**src/rtl/wgt_pkg.sv**
```systemverilog
package wgt_pkg;
  localparam logic [2:0] MODE_FREE  = 3'd0;
  localparam logic [2:0] MODE_PC_FF = 3'd1;
  localparam logic [2:0] MODE_CLRCMP = 3'd2;
  localparam logic [2:0] MODE_FP_FF = 3'd3;
  localparam logic [2:0] MODE_RSV_A = 3'd4;
  localparam logic [2:0] MODE_PC_A  = 3'd5;
  localparam logic [2:0] MODE_RSV_B = 3'd6;
  localparam logic [2:0] MODE_FP_A  = 3'd7;

  localparam logic [1:0] COM_OFF  = 2'b00;
  localparam logic [1:0] COM_ALT  = 2'b01;
  localparam logic [1:0] COM_LOW  = 2'b10;
  localparam logic [1:0] COM_HIGH = 2'b11;

  localparam int NUM_CH = 2;
endpackage

```
**src/rtl/wgt_counter.sv**
```systemverilog
module wgt_counter #(
  parameter int W = 8
) (
  input  logic         clk,
  input  logic         rst,
  input  logic         step,
  input  logic         phase,
  input  logic [W-1:0] top,
  output logic [W-1:0] count,
  output logic         dir_dn,
  output logic         nxt_up,
  output logic         at_top
);
  localparam logic [W-1:0] BOT = '0;

  always_comb begin
    at_top = (count == top);
    if (count == BOT)      nxt_up = 1'b1;
    else if (count >= top) nxt_up = 1'b0;
    else                   nxt_up = !dir_dn;
  end

  always_ff @(posedge clk) begin
    if (rst) begin
      count  <= BOT;
      dir_dn <= 1'b0;
    end else if (step) begin
      if (phase) begin
        if (top == BOT)  count <= BOT;
        else if (nxt_up) count <= count + 1'b1;
        else             count <= count - 1'b1;
        dir_dn <= !nxt_up;
      end else begin
        count  <= at_top ? BOT : count + 1'b1;
        dir_dn <= 1'b0;
      end
    end
  end

  AST_HOLD_NO_TICK: assert property (@(posedge clk) disable iff (rst)
    !step |=> $stable(count));
  AST_WRAP_TO_BOTTOM: assert property (@(posedge clk) disable iff (rst)
    step && !phase && at_top |=> count == BOT);
  AST_PC_UNIT_STEP: assert property (@(posedge clk) disable iff (rst)
    step && phase && (top != BOT) |=>
      ((count - $past(count)) == 1) || (($past(count) - count) == 1));
endmodule

```
**src/rtl/wgt_cmp_chan.sv**
```systemverilog
module wgt_cmp_chan
  import wgt_pkg::*;
#(
  parameter int W = 8
) (
  input  logic         clk,
  input  logic         rst,
  input  logic         step,
  input  logic         wr,
  input  logic [W-1:0] wdata,
  input  logic         imm,
  input  logic         load,
  input  logic         fast,
  input  logic         phase,
  input  logic [1:0]   com,
  input  logic [W-1:0] count,
  input  logic         wrap,
  input  logic         nxt_up,
  output logic [W-1:0] ocr,
  output logic         match,
  output logic         wave
);
  logic [W-1:0] shadow;

  assign match = (count == ocr);

  always_ff @(posedge clk) begin
    if (rst)     shadow <= '0;
    else if (wr) shadow <= wdata;
  end

  always_ff @(posedge clk) begin
    if (rst)            ocr <= '0;
    else if (imm && wr) ocr <= wdata;
    else if (load)      ocr <= shadow;
  end

  always_ff @(posedge clk) begin
    if (rst || com == COM_OFF) begin
      wave <= 1'b0;
    end else if (step) begin
      if (fast) begin
        if (com == COM_ALT) wave <= 1'b0;
        else if (wrap)      wave <= (com == COM_LOW);
        else if (match)     wave <= (com == COM_HIGH);
      end else if (phase) begin
        if (com == COM_ALT) wave <= 1'b0;
        else if (match)     wave <= (com == COM_LOW) ? !nxt_up : nxt_up;
      end else if (match) begin
        case (com)
          COM_ALT: wave <= !wave;
          COM_LOW: wave <= 1'b0;
          default: wave <= 1'b1;
        endcase
      end
    end
  end

  AST_OFF_LOW: assert property (@(posedge clk) disable iff (rst)
    com == COM_OFF |=> !wave);
  AST_IMM_WRITE: assert property (@(posedge clk) disable iff (rst)
    imm && wr |=> ocr == $past(wdata));
  AST_BUF_HOLD: assert property (@(posedge clk) disable iff (rst)
    !(imm && wr) && !load |=> $stable(ocr));
endmodule

```
**src/rtl/wavegen_timer8.sv**
```systemverilog
module wavegen_timer8
  import wgt_pkg::*;
#(
  parameter int W = 8
) (
  input  logic         clk,
  input  logic         rst,
  input  logic         tick,
  input  logic [2:0]   mode_sel,
  input  logic [1:0]   com_a,
  input  logic [1:0]   com_b,
  input  logic         cmp_a_wr,
  input  logic [W-1:0] cmp_a_data,
  input  logic         cmp_b_wr,
  input  logic [W-1:0] cmp_b_data,
  input  logic [2:0]   flag_clr,
  output logic [W-1:0] count_o,
  output logic         ovf_flag,
  output logic         cmp_a_flag,
  output logic         cmp_b_flag,
  output logic         wave_a,
  output logic         wave_b
);
  localparam logic [W-1:0] MAXV = '1;
  localparam logic [W-1:0] BOT  = '0;
  localparam int NF = NUM_CH + 1;

  logic run, step, phase, fast, imm, top_from_a;
  logic [W-1:0] top_val, count;
  logic dir_dn, nxt_up, at_top, load, ovf_ev;
  logic [NUM_CH-1:0]        wr_v, match_v, wave_v;
  logic [NUM_CH-1:0][W-1:0] data_v, ocr_v;
  logic [NUM_CH-1:0][1:0]   com_v;
  logic [NF-1:0] ev, flags;

  always_comb begin
    run        = !(mode_sel == MODE_RSV_A || mode_sel == MODE_RSV_B);
    step       = tick && run;
    phase      = (mode_sel == MODE_PC_FF) || (mode_sel == MODE_PC_A);
    fast       = (mode_sel == MODE_FP_FF) || (mode_sel == MODE_FP_A);
    imm        = !phase && !fast;
    top_from_a = (mode_sel == MODE_CLRCMP) || (mode_sel == MODE_PC_A) ||
                 (mode_sel == MODE_FP_A);
    top_val    = top_from_a ? ocr_v[0] : MAXV;
    load       = step && at_top && (fast || phase);
    if (phase)                        ovf_ev = step && (count == BOT) && dir_dn;
    else if (mode_sel == MODE_FP_A)   ovf_ev = step && at_top;
    else                              ovf_ev = step && (count == MAXV);
  end

  assign wr_v   = {cmp_b_wr, cmp_a_wr};
  assign data_v = {cmp_b_data, cmp_a_data};
  assign com_v  = {com_b, com_a};

  wgt_counter #(.W(W)) cnt_u (
    .clk(clk), .rst(rst), .step(step), .phase(phase), .top(top_val),
    .count(count), .dir_dn(dir_dn), .nxt_up(nxt_up), .at_top(at_top)
  );

  for (genvar c = 0; c < NUM_CH; c++) begin : g_ch
    wgt_cmp_chan #(.W(W)) ch_u (
      .clk(clk), .rst(rst), .step(step), .wr(wr_v[c]), .wdata(data_v[c]),
      .imm(imm), .load(load), .fast(fast), .phase(phase), .com(com_v[c]),
      .count(count), .wrap(at_top), .nxt_up(nxt_up),
      .ocr(ocr_v[c]), .match(match_v[c]), .wave(wave_v[c])
    );
    assign ev[c+1] = step && match_v[c];
  end
  assign ev[0] = ovf_ev;

  for (genvar f = 0; f < NF; f++) begin : g_flag
    always_ff @(posedge clk) begin
      if (rst)              flags[f] <= 1'b0;
      else if (ev[f])       flags[f] <= 1'b1;
      else if (flag_clr[f]) flags[f] <= 1'b0;
    end
  end

  assign count_o    = count;
  assign ovf_flag   = flags[0];
  assign cmp_a_flag = flags[1];
  assign cmp_b_flag = flags[2];
  assign wave_a     = wave_v[0];
  assign wave_b     = wave_v[1];

  AST_FLAG_STICKY: assert property (@(posedge clk) disable iff (rst)
    ovf_flag && !flag_clr[0] |=> ovf_flag);
  AST_RSV_FROZEN: assert property (@(posedge clk) disable iff (rst)
    !run |=> $stable(count_o) && $stable(wave_a) && $stable(wave_b));
endmodule

```
**config.mk**
```make
export PLATFORM = sky130hd
export DESIGN_NAME = wavegen_timer8
export DESIGN_NICKNAME = d
export VERILOG_FILES = /design/src/rtl/wgt_pkg.sv /design/src/rtl/wgt_counter.sv /design/src/rtl/wgt_cmp_chan.sv /design/src/rtl/wavegen_timer8.sv
export SDC_FILE = /design/constraint.sdc
export NUM_CORES = 1
export LEC_CHECK = 0
export CAP_MARGIN = 15
export CORE_ASPECT_RATIO = 0.9
export CORE_MARGIN = 1.5
export CORE_UTILIZATION = 31
export DETAILED_ROUTE_END_ITERATION = 12
export HOLD_SLACK_MARGIN = 0.1
export PLACE_DENSITY = 0.5
export SYNTH_ARGS = -nofsm -noshare
export SYNTH_HDL_FRONTEND = slang
export SYNTH_SLANG_ARGS = --single-unit
export TNS_END_PERCENT = 100
```
**constraint.sdc**
```tcl
create_clock -name clk -period 4.2 [get_ports clk]
set_clock_uncertainty 0.1 [all_clocks]
set_input_delay 0.84 -clock clk [delete_from_list [all_inputs] [get_ports clk]]
set_output_delay 0.84 -clock clk [all_outputs]
set_load 0.01 [all_outputs]
```
==> key figures <==
Global routing
  – First-pass GRT wire length: about 14 mm
  – Vias in the first global route: 2718
  – Largest net degree at the start of global routing: between 50 and 60
  – Total grt overflow: 0
  – Total track usage: 16.7%
  – Initial antenna violation count: 0

Yosys
  – Post-synth top cells: nor2_1 (53), dfxtp_1 (46), mux2i_1 (33), nand2_1 (21), a211oi_1 (19)
  – Mapped cell area: 3100 um2
  – Post-synth EDFFs: 0
  – Post-Syn Nets: 406
  – Sequential area share after synthesis: 29.7%
  – Yosys warnings: 0
  – Share of the synthesized area in the top cell type: 29.7%
  – Synth Instances: 364
  – Most numerous cell in the Yosys netlist: nor2_1
  – #FFs+latches synth: 46
  – Top cells by area, synth: dfxtp_1 (30%), mux2i_1 (11%), nor2_1 (6.4%)
  – Synth Flop Type: dfxtp_1
  – Synthesized area per cell: 8.52 um2
  – Synth area leader: dfxtp_1
  – Distinct cells, synth: 62
  – FFs w/ async S/R, synth: 0%

Worst setup path
  – Critical Path Fanout Max: 4
  – Worst r2r src: cnt_u.count[0]
  – CP cell instances: clkdlybuf4s50_1, nand2b_1, o21a_1, or2_2, ha_1, nand2b_4, a2111oi_4, o31a_4, nor3_2, a221o_1, a211o_1
  – FF-to-FF setup slack: 1380 ps
  – Slowest-stage cell, CP: clkdlybuf4s50_1
  – R2R depth: 8
  – Crit path buf inv count: 1
  – Largest delay contributor family on the critical path: compound AO/OA/AOI/OAI gates
  – Worst EP required: 4300 ps
  – WS Path Type: in2reg
  – Worst R2R End: cnt_u.count[2]
  – Worst setup SP type: input port
  – CP Capture Type: flip-flop
  – Max incr delay on CP: about 470 ps
  – WP data arrival: about 3800 ps

Die
  – Ports: 44
  – Area of the die: between 10000 and 15000 um2
  – Die height: 97.9 um
  – Die width: 108 um
  – Row cnt: 34
  – Area of the core: 9700 um2
  – Initial core utilization: a little under a third

Finish
  – Share of post-route cells with drive strength above 1: 9.43%
  – Layout Nets: 444
  – Fill cells: just over 1k
  – # diodes: 0
  – P&R area growth vs syn: 20.6%

Worst hold path
  – Hold Crit Class: reg2reg
  – Hold Path Stages: 2
  – Hold Path End: ovf_flag
  – Min-delay src: ovf_flag

Clocking
  – # clock sinks: between 40 and 50
  – CTS Buf Count: 5
  – Clock Tree Buf Depth: 2
  – Worst skew pair latency: roughly 300 ps
  – Clock transition at the registers of the reported paths: approximately 100 ps
  – Clk root buf: clkbuf_8
  – H-Tree Depth: 2
  – TritonCTS clock tree: done
  – Post-CTS sizing: 0
  – CTS hold repair buffers: 0
  – Post-CTS Setup Bufs: 0

Run
  – # Max-Cap Violations: 0

Routing
  – WL final: 8.59 mm
  – Post-detailed-route count of antenna-violating nets: 0
  – TritonRoute pass-1 iters: 4
  – Initial DRC count: 98
  – Residual DRC: 0
  – Post-DR vias/cell: 5.28
  – DR vias: 2792
  – Wire length per cell: between 15 and 20 um

Pwr
  – VDD IR max: 0.128 mV
  – Pwr dens: roughly 260 nW/um2
  – Pleak: roughly 1.5 nW

Placement
  – Placer Congestion: 0.850
  – Post-DP HPWL: 6.09 mm
  – Pre-CTS WS: about 240 ps
  – PortBufs: 43

STA
  – Fin worst setup slack: 547 ps
  – Minimum clock period: 3650 ps
  – RSZ-0062 raised after global routing: no
  – Final Slew Violations: 0
  – Relative slew margins: 37.0%
  – Final Cycle Share: between 80% and 90%
  – Post-route setup TNS: 0 ps
  – Final-report setup violation count: 0
  – Worst slew pin tran: 945 ps
  – Hold Vio Cnt, Final: 0
  – FMAX: 274 MHz

Run status
  – Status: finished clean
-- worst reg2reg max path, stage by stage (launching register included) --
cell	delay, ps
dfxtp_1	580
inv_1	190
ha_1	360
nand2b_4	160
a2111oi_4	440
o31a_4	210
nor3_2	50
a221o_1	360
a211o_1	280
-- registers in the layout (all words and copies together) (netlist names) --
name              flops
g_ch.ch_u.shadow     16
cmp_a_flag            1
g_ch.ch_u.ocr        16
cnt_u.count           8
g_ch.ch_u.wave        2
ovf_flag              1
cmp_b_flag            1
cnt_u.dir_dn          1
-- area by class of cell --
| cell class | count | area [um2] | share of cell area, % |
|---|---|---|---|
| Clock buffer | 6 | 72.6 | 1.94 |
| Multi-Input combinational cell | 288 | 2030 | 54.4 |
| Clock inverter | 2 | 13.8 | 0.368 |
| Tap cell | 126 | 158 | 4.22 |
| Timing Repair Buffer | 56 | 523 | 14.0 |
| Sequential cell | 46 | 921 | 24.6 |
| Inverter | 5 | 18.8 | 0.502 |
-- how the worst max path moves through the flow --
stage	start	to	slack, ps	cells after the start
2_1_floorplan	mode_sel[2]	cnt_u.count[2]	720	11
5_1_grt	mode_sel[0]	cnt_u.count[2]	390	10
3_5_place_dp	mode_sel[2]	cnt_u.count[2]	240	11
4_1_cts	mode_sel[2]	cnt_u.count[2]	560	11
3_3_place_gp	mode_sel[2]	cnt_u.count[2]	260	11
6_report	mode_sel[2]	cnt_u.count[2]	550	11
-- cells in the final DEF, fill, tap and decap left out, types with 4 or more instances in the layout --
cell,count
inv_1,5
a211oi_1,19
clkdlybuf4s50_1,42
nor3_1,4
o21ai_0,9
dfxtp_1,46
xor2_1,16
nand2b_1,10
nor2_1,53
ha_1,11
nand4_1,4
nor4_1,6
a21oi_1,15
nand3_1,11
clkbuf_8,5
a31oi_1,8
buf_4,13
mux2i_1,33
nor2b_1,7
nand2_1,21
-- power by group --
group / leakage [nW] / internal, mW / switching (mW) / total [mW]
Combinational: 1.08 / 0.104 / 0.113 / 0.217
Clock: 0.0452 / 0.118 / 0.167 / 0.285
Sequential: 0.377 / 0.459 / 0.0208 / 0.480
Total: 1.50 / 0.681 / 0.300 / 0.981
-- logic make-up (layout without fill, tap and decap cells) --
kind of cell             count (synthesis)  in the layout  share of synthesized area (%)
flip-flops                              46             46                           29.7
multiplexers                            34             34                           11.0
adder cells (fa/ha/maj)                 11             11                           4.44
AO/OA/AOI/OAI                           86             86                           22.0
AND/OR/NAND/NOR                        140            140                           23.3
buffers and inverters                   30             69                           4.72
XOR/XNOR                                17             17                           4.80
-- per-stage QoR --
stage	total power, mW	hold WS (ps)	cell area (um2)	instances	utilization, %
global placement	0.705	363	3650	521	37.7
floorplan	0.628	350	3100	364	-
CTS	1.00	387	3740	529	38.6
finish	0.981	380	3740	529	38.6
global route	1.04	404	3740	529	38.6
detailed placement	0.708	371	3650	521	37.7
-- per-layer routing --
metal  GRT usage (%)  part of all wire, %  vias up
li1                -                    -     1405
met1            23.9                   50     1310
met2            25.2                   44       69
met3            2.67                  4.4        8
met4            6.07                  1.8        0
met5               0                    0        -
Power figures use the tool's default switching activity.
